[config.mk]
export PLATFORM = sky130hd
export DESIGN_NAME = pred_exec_unit
export DESIGN_NICKNAME = d
export VERILOG_FILES = /design/src/rtl/peu_pkg.sv /design/src/rtl/peu_regfile.sv /design/src/rtl/peu_imem.sv /design/src/rtl/peu_exec.sv /design/src/rtl/pred_exec_unit.sv
export SDC_FILE = /design/constraint.sdc
export NUM_CORES = 2
export LEC_CHECK = 0
export BUFFER_PORTS_ARGS = -buffer_cell sky130_fd_sc_hd__buf_2
export CORE_ASPECT_RATIO = 1.4
export CORE_MARGIN = 5
export CORE_UTILIZATION = 25
export CTS_CLUSTER_SIZE = 10
export DETAILED_ROUTE_END_ITERATION = 10
export RECOVER_POWER = 25
export SLEW_MARGIN = 20
export SYNTH_ARGS = -nofsm -noshare
export SYNTH_HDL_FRONTEND = slang
export SYNTH_SLANG_ARGS = --single-unit
[constraint.sdc]
create_clock -name clk -period 17.3 [get_ports clk]
set_clock_uncertainty 0.2 [all_clocks]
set_input_delay 0 -clock clk [delete_from_list [all_inputs] [get_ports clk]]
set_output_delay 0 -clock clk [all_outputs]
set_load 0.005 [all_outputs]
[src/rtl/peu_pkg.sv]
package peu_pkg;
  localparam int DATA_W  = 32;
  localparam int INSN_W  = 32;
  localparam int REG_AW  = 4;
  localparam int NREGS   = 1 << REG_AW;
  localparam int SHAMT_W = $clog2(DATA_W);

  typedef enum logic [3:0] {
    OP_CMP = 4'd0, OP_SUB = 4'd1, OP_ADDSH = 4'd2, OP_BR = 4'd3, OP_HALT = 4'd4
  } op_e;

  typedef enum logic [3:0] {
    CC_EQ = 4'd0, CC_NE = 4'd1, CC_LT = 4'd2, CC_GT = 4'd3,
    CC_LE = 4'd4, CC_GE = 4'd5, CC_AL = 4'd14
  } cc_e;

  typedef struct packed {
    logic n;
    logic z;
    logic c;
    logic v;
  } flags_t;

  function automatic flags_t cmp_flags(input logic [DATA_W-1:0] a, input logic [DATA_W-1:0] b);
    logic [DATA_W:0] d;
    flags_t f;
    d   = {1'b0, a} - {1'b0, b};
    f.n = d[DATA_W-1];
    f.z = (d[DATA_W-1:0] == '0);
    f.c = ~d[DATA_W];
    f.v = (a[DATA_W-1] != b[DATA_W-1]) && (d[DATA_W-1] != a[DATA_W-1]);
    return f;
  endfunction

  function automatic logic cond_pass(input logic [3:0] cc, input flags_t f);
    logic ok;
    case (cc)
      CC_EQ:   ok = f.z;
      CC_NE:   ok = ~f.z;
      CC_LT:   ok = (f.n != f.v);
      CC_GT:   ok = ~f.z && (f.n == f.v);
      CC_LE:   ok = f.z || (f.n != f.v);
      CC_GE:   ok = (f.n == f.v);
      CC_AL:   ok = 1'b1;
      default: ok = 1'b0;
    endcase
    return ok;
  endfunction

  function automatic logic [DATA_W-1:0] sub_res(input logic [DATA_W-1:0] a, input logic [DATA_W-1:0] b);
    return a - b;
  endfunction

  function automatic logic [DATA_W-1:0] addsh_res(input logic [DATA_W-1:0] a,
                                                  input logic [DATA_W-1:0] b,
                                                  input logic [SHAMT_W-1:0] k);
    return a + (b << k);
  endfunction
endpackage

[src/rtl/peu_regfile.sv]
module peu_regfile
  import peu_pkg::*;
(
  input  logic              clk,
  input  logic              rst_n,
  input  logic              we,
  input  logic [REG_AW-1:0] waddr,
  input  logic [DATA_W-1:0] wdata,
  input  logic [REG_AW-1:0] ra,
  input  logic [REG_AW-1:0] rb,
  input  logic [REG_AW-1:0] rc,
  output logic [DATA_W-1:0] qa,
  output logic [DATA_W-1:0] qb,
  output logic [DATA_W-1:0] qc
);
  logic [DATA_W-1:0] regs [NREGS];

  for (genvar i = 0; i < NREGS; i++) begin : g_reg
    always_ff @(posedge clk) begin
      if (!rst_n)                                  regs[i] <= '0;
      else if (we && (waddr == REG_AW'(i)))        regs[i] <= wdata;
    end
  end

  assign qa = regs[ra];
  assign qb = regs[rb];
  assign qc = regs[rc];
endmodule

[src/rtl/peu_imem.sv]
module peu_imem
  import peu_pkg::*;
#(
  parameter int DEPTH = 32,
  localparam int AW = $clog2(DEPTH)
) (
  input  logic              clk,
  input  logic              we,
  input  logic [AW-1:0]     waddr,
  input  logic [INSN_W-1:0] wdata,
  input  logic [AW-1:0]     raddr,
  output logic [INSN_W-1:0] rdata
);
  logic [INSN_W-1:0] mem [DEPTH];

  always_ff @(posedge clk) begin
    if (we) mem[waddr] <= wdata;
  end

  assign rdata = mem[raddr];
endmodule

[src/rtl/peu_exec.sv]
module peu_exec
  import peu_pkg::*;
#(
  parameter int PC_W = 5
) (
  input  logic              step,
  input  logic [INSN_W-1:0] insn,
  input  logic [PC_W-1:0]   pc,
  input  flags_t            flags,
  input  logic [DATA_W-1:0] rn_val,
  input  logic [DATA_W-1:0] rm_val,
  output logic              cond_ok,
  output logic              wr_en,
  output logic [DATA_W-1:0] wr_data,
  output logic              flag_we,
  output flags_t            flags_next,
  output logic              br_taken,
  output logic              halt_fire,
  output logic [PC_W-1:0]   pc_next
);
  logic          act;
  logic [3:0]    op;
  logic [PC_W-1:0] br_off;
  logic          unused_bits;

  assign op          = insn[27:24];
  assign cond_ok     = cond_pass(insn[31:28], flags);
  assign act         = step && cond_ok;
  assign br_off      = insn[PC_W-1:0];
  assign flags_next  = cmp_flags(rn_val, rm_val);
  assign unused_bits = ^insn;

  always_comb begin
    wr_en     = 1'b0;
    wr_data   = sub_res(rn_val, rm_val);
    flag_we   = 1'b0;
    br_taken  = 1'b0;
    halt_fire = 1'b0;
    case (op)
      OP_CMP:   flag_we   = act;
      OP_SUB:   wr_en     = act;
      OP_ADDSH: begin
        wr_en   = act;
        wr_data = addsh_res(rn_val, rm_val, insn[SHAMT_W-1:0]);
      end
      OP_BR:    br_taken  = act;
      OP_HALT:  halt_fire = act;
      default:  ;
    endcase
  end

  always_comb begin
    if (halt_fire)     pc_next = pc;
    else if (br_taken) pc_next = pc + br_off;
    else               pc_next = pc + 1'b1;
  end
endmodule

[src/rtl/pred_exec_unit.sv]
module pred_exec_unit
  import peu_pkg::*;
#(
  parameter int IMEM_DEPTH = 32,
  localparam int PC_W = $clog2(IMEM_DEPTH)
) (
  input  logic              clk,
  input  logic              rst_n,
  input  logic              run,
  input  logic              ld_en,
  input  logic              ld_to_rf,
  input  logic [PC_W-1:0]   ld_addr,
  input  logic [31:0]       ld_data,
  input  logic [3:0]        rd_sel,
  output logic [31:0]       rd_data,
  output logic [PC_W-1:0]   pc,
  output logic [3:0]        flags,
  output logic              halted
);
  logic [INSN_W-1:0] insn;
  logic [DATA_W-1:0] rn_val, rm_val;
  logic              step, cond_ok, wr_en, flag_we, br_taken, halt_fire;
  logic [DATA_W-1:0] wr_data;
  flags_t            flags_q, flags_next;
  logic [PC_W-1:0]   pc_q, pc_next;
  logic              halted_q;
  logic              rf_we;
  logic [REG_AW-1:0] rf_waddr;
  logic [DATA_W-1:0] rf_wdata;

  assign step = run && !ld_en && !halted_q;

  peu_imem #(.DEPTH(IMEM_DEPTH)) u_imem (
    .clk(clk), .we(ld_en && !ld_to_rf), .waddr(ld_addr), .wdata(ld_data),
    .raddr(pc_q), .rdata(insn)
  );

  assign rf_we    = (ld_en && ld_to_rf) || wr_en;
  assign rf_waddr = ld_en ? ld_addr[REG_AW-1:0] : insn[23:20];
  assign rf_wdata = ld_en ? ld_data : wr_data;

  peu_regfile u_rf (
    .clk(clk), .rst_n(rst_n), .we(rf_we), .waddr(rf_waddr), .wdata(rf_wdata),
    .ra(insn[19:16]), .rb(insn[15:12]), .rc(rd_sel),
    .qa(rn_val), .qb(rm_val), .qc(rd_data)
  );

  peu_exec #(.PC_W(PC_W)) u_exec (
    .step(step), .insn(insn), .pc(pc_q), .flags(flags_q),
    .rn_val(rn_val), .rm_val(rm_val), .cond_ok(cond_ok),
    .wr_en(wr_en), .wr_data(wr_data), .flag_we(flag_we), .flags_next(flags_next),
    .br_taken(br_taken), .halt_fire(halt_fire), .pc_next(pc_next)
  );

  always_ff @(posedge clk) begin
    if (!rst_n) begin
      pc_q     <= '0;
      flags_q  <= '0;
      halted_q <= 1'b0;
    end else begin
      if (step)      pc_q     <= pc_next;
      if (flag_we)   flags_q  <= flags_next;
      if (halt_fire) halted_q <= 1'b1;
    end
  end

  assign pc     = pc_q;
  assign flags  = flags_q;
  assign halted = halted_q;
endmodule

==> out/results.txt <==
Worst path most repeated cell -> mux2i_1
DR WL/cell -> 27.2 µm
Width of the chip -> 456 µm
Total DRC errors in the routed layout -> 0
Yosys warnings -> 0
Setup slack of the most critical reg-to-reg path -> 5.54 ns
Setup TNS after final layout -> 0 ns
Antenna violations before repair -> 24
Number of buffers created by CTS -> 153
Flop and latch count out of synthesis -> 1327
Count of standard-cell rows -> 229
Met2 routed wirelength -> 123 mm
Gate Count Post-Synth -> 5346
Slew at the pin closest to its max-slew limit -> 1.73 ns
Number of nets at the end of the flow -> 5480
Type of destination of the critical path -> flop
Initial DRC Count -> 5810
Post-layout minimum cycle time -> 11.76 ns
GP Congestion -> 0.938
Number of distinct library cells after synthesis -> 134
Starting utilization of the core area -> 0.251
Cell Area, Synth -> 69600 µm²
Die Y-Extent -> 634 µm
Share of the cycle needed by the critical path after routing -> 0.679
Overall routed net length -> 248 mm
Largest net degree at the start of global routing -> 132
Total routing usage reported by global routing -> 0.165
H-tree depth -> 4
Area occupied by registers -> 39700 µm²
Result of the run -> finished with violations
Max Slew Vio Count -> 238
Slew margin rel. -> -0.150
Max-cap violations -> 8
Footprint of the multi-input gates -> 28200 µm²
Clk buf depth -> 3
First-pass GRT wire length -> 351 mm
Number of buffers inserted by port buffering -> 87
Cell type of the slowest stage on the worst timing path -> dfxtp_4
Setup ws final -> 5.54 ns
CP Launch Type -> flop
Remaining Overflow, GRT -> 0
Sequential fraction of the synthesis area -> 0.571
Post-cts repair resize count -> 0
Area of the core -> 277000 µm²
Root Buffer Master -> clkbuf_16
Count of placed standard cells including taps -> 8882
Most instantiated flip-flop cell in the synthesis netlist -> edfxtp_1
Share of layout cells above drive strength 1 -> 0.181
Asr flop ratio synth -> 0
M1 WL -> 88.7 mm
Min Hold Slack -> 0.140 ns
VDD IR max -> 0.0716 mV
Insertion delay of the later-clocked pin in the worst-skew pair -> 0.81 ns
Routed via count divided by cell count -> 5.37
Postcts setup bufs -> 0
Synth-to-Final Area Change -> 13.7%
Total power density per cell area -> 109 nW/µm²
Synthesized area per cell -> 13.0 µm²
Max Fanout on Critical Path -> 68
Via count -> 49000
CTS clk-pin slew, worst paths -> 0.05 ns
Failing checks -> max-capacitance violations, max-slew violations
Net count after synthesis -> 5445
Dpl ws -> 5.59 ns
Classification of the worst setup path -> flop to flop
DP HPWL -> 151 mm
Clock tree from TritonCTS -> built
Final Hold Fails -> 0
Number of sinks handled by clock tree synthesis -> 1327
Cell area reported after detailed placement -> 74400 µm²
Data required, critical path -> 17.61 ns
Count of flip-flops with a built-in enable after synthesis -> 1312
Arrival @ worst endpoint -> 12.07 ns
Class of the most critical hold timing path -> input port to flop
Total non-filler cell area in the finished layout -> 79100 µm²
Die area -> 289000 µm²
RSZ-0062 raised after global routing -> false
Top Ports -> 88
Fillers -> 28000
Number of global-route vias before repair -> 49100
Leakage power total -> 26.7 nW
Highest clock rate -> 0.0851 GHz
Largest stage delay on the critical path -> 0.95 ns
Remaining number of nets flagged by the antenna check after routing -> 0
Length of the first detailed-routing pass in iterations -> 7
Met3 WL post-DR -> 20.3 mm
Uppermost signal routing layer after detailed routing -> met5
Number of standard cells in the final layout excluding fillers -> 9128
Final setup violation count -> 0
[cells in the mapped netlist (all sizes together), types with 11 or more instances]
cell type | n | area (µm²)
a21o | 23 | 173
a221oi | 24 | 348
xor2 | 19 | 174
nand4 | 24 | 156
o311ai | 11 | 104
o32ai | 11 | 96.3
a31oi | 36 | 246
or3 | 14 | 90.1
inv | 68 | 255
a22oi | 32 | 245
o22ai | 16 | 100
mux2i | 365 | 3670
and3 | 102 | 647
edfxtp | 1312 | 39400
xnor2 | 58 | 516
buf | 169 | 1150
o211ai | 37 | 278
nand2 | 742 | 2790
o21ai | 108 | 556
ha | 51 | 638
a311o | 19 | 190
a21oi | 110 | 558
nand2b | 13 | 81.3
mux2 | 70 | 792
nand3 | 219 | 1140
nand3b | 12 | 90.1
o2111ai | 17 | 155
clkbuf | 222 | 908
nor2b | 18 | 115
dfxtp | 15 | 300
o21bai | 16 | 120
nor3 | 14 | 75.1
nor2 | 748 | 2850
and2 | 18 | 115
a211oi | 20 | 170
o21a | 14 | 106
mux4 | 361 | 8160
a311oi | 70 | 619
[path summary, 6_finish.rpt]
path | from | to | cells past startpoint
hold / removal | ld_addr[1] | u_imem.mem[24][28] | 4
setup / recovery | flop | u_rf.regs[6][26] | 31
setup reg to reg | flop | u_rf.regs[6][26] | 31
hold reg to reg | flags[0] | flags[0] | 2
[per-stage QoR]
stage | power [mW] | util
detailed placement | 5.74 | 0.268
CTS | 8.66 | 0.285
global route | 8.94 | 0.285
finish | 8.65 | 0.285
floorplan | 5.04 | -
global placement | 5.73 | 0.268
[registers in the layout, summed over array words and instances, names as in the netlist, named ones only]
name and cells:
u_rf.regs 512, u_imem.mem 800, flags 4, pc 5
halted 1
[layer usage]
layer / up-vias / track usage
met1: 24900 / 0.192
met2: 2908 / 0.288
li1: 20400 / -
met4: 16 / 0.0917
met5: - / 0
met3: 823 / 0.0288
[cell usage in the layout, fill, tap and decap left out, types with 18 or more instances in the layout]
cell,count
edfxtp_1,1312
nand2_1,723
nor2_1,704
mux2i_1,357
mux4_2,352
nand3_1,211
clkbuf_16,153
buf_4,143
a21oi_1,107
and3_1,96
o21ai_0,73
a311oi_1,69
mux2_2,64
inv_1,64
buf_2,60
xnor2_1,57
ha_1,51
clkbuf_1,45
dlygate4sd3_1,40
o211ai_1,37
a31oi_1,34
nor2_4,34
a22oi_1,31
nand4_1,23
a21o_1,23
a311o_1,19
xor2_1,18
[critical path, delay by kind of cell, from the launching register on]
family	cells	cell delay, ns
muxes	8	2.89
AOI/OAI and AO/OA	15	4.61
xor gates and xnor gates	1	0.12
and+or+nand+nor	3	0.67
adders and majority gates	1	0.33
DFF	1	0.95
buffers and inverters	3	1.46
[cell type report]
type / instances / share of cell area
Antenna cell: 9 / 0.000285
Clock buffer: 176 / 0.0496
Clock inverter: 21 / 0.00489
Inverter: 72 / 0.00342
Multi-Input combinational cell: 3555 / 0.356
Sequential cell: 1327 / 0.502
Tap cell: 3696 / 0.0585
Timing Repair Buffer: 272 / 0.0249
[kinds of logic after synthesis]
family	share of synthesized area
XOR/XNOR	0.00991
multiplexers	0.182
buffers and inverters	0.0337
adder cells (fa/ha/maj)	0.0112
AND/OR/NAND/NOR	0.124
AO/OA/AOI/OAI	0.0689
flip-flops	0.571
[where the power goes]
part	switching [mW]	internal, mW
clock	1.29	1.63
combinational	1.37	0.693
sequential	0.0546	3.61
[timing repair]
action,CTS,global route
hold buffers,40,0
hold endpoints to repair,1187,0
setup endpoints to repair,0,0
Power figures use the tool's default switching activity.
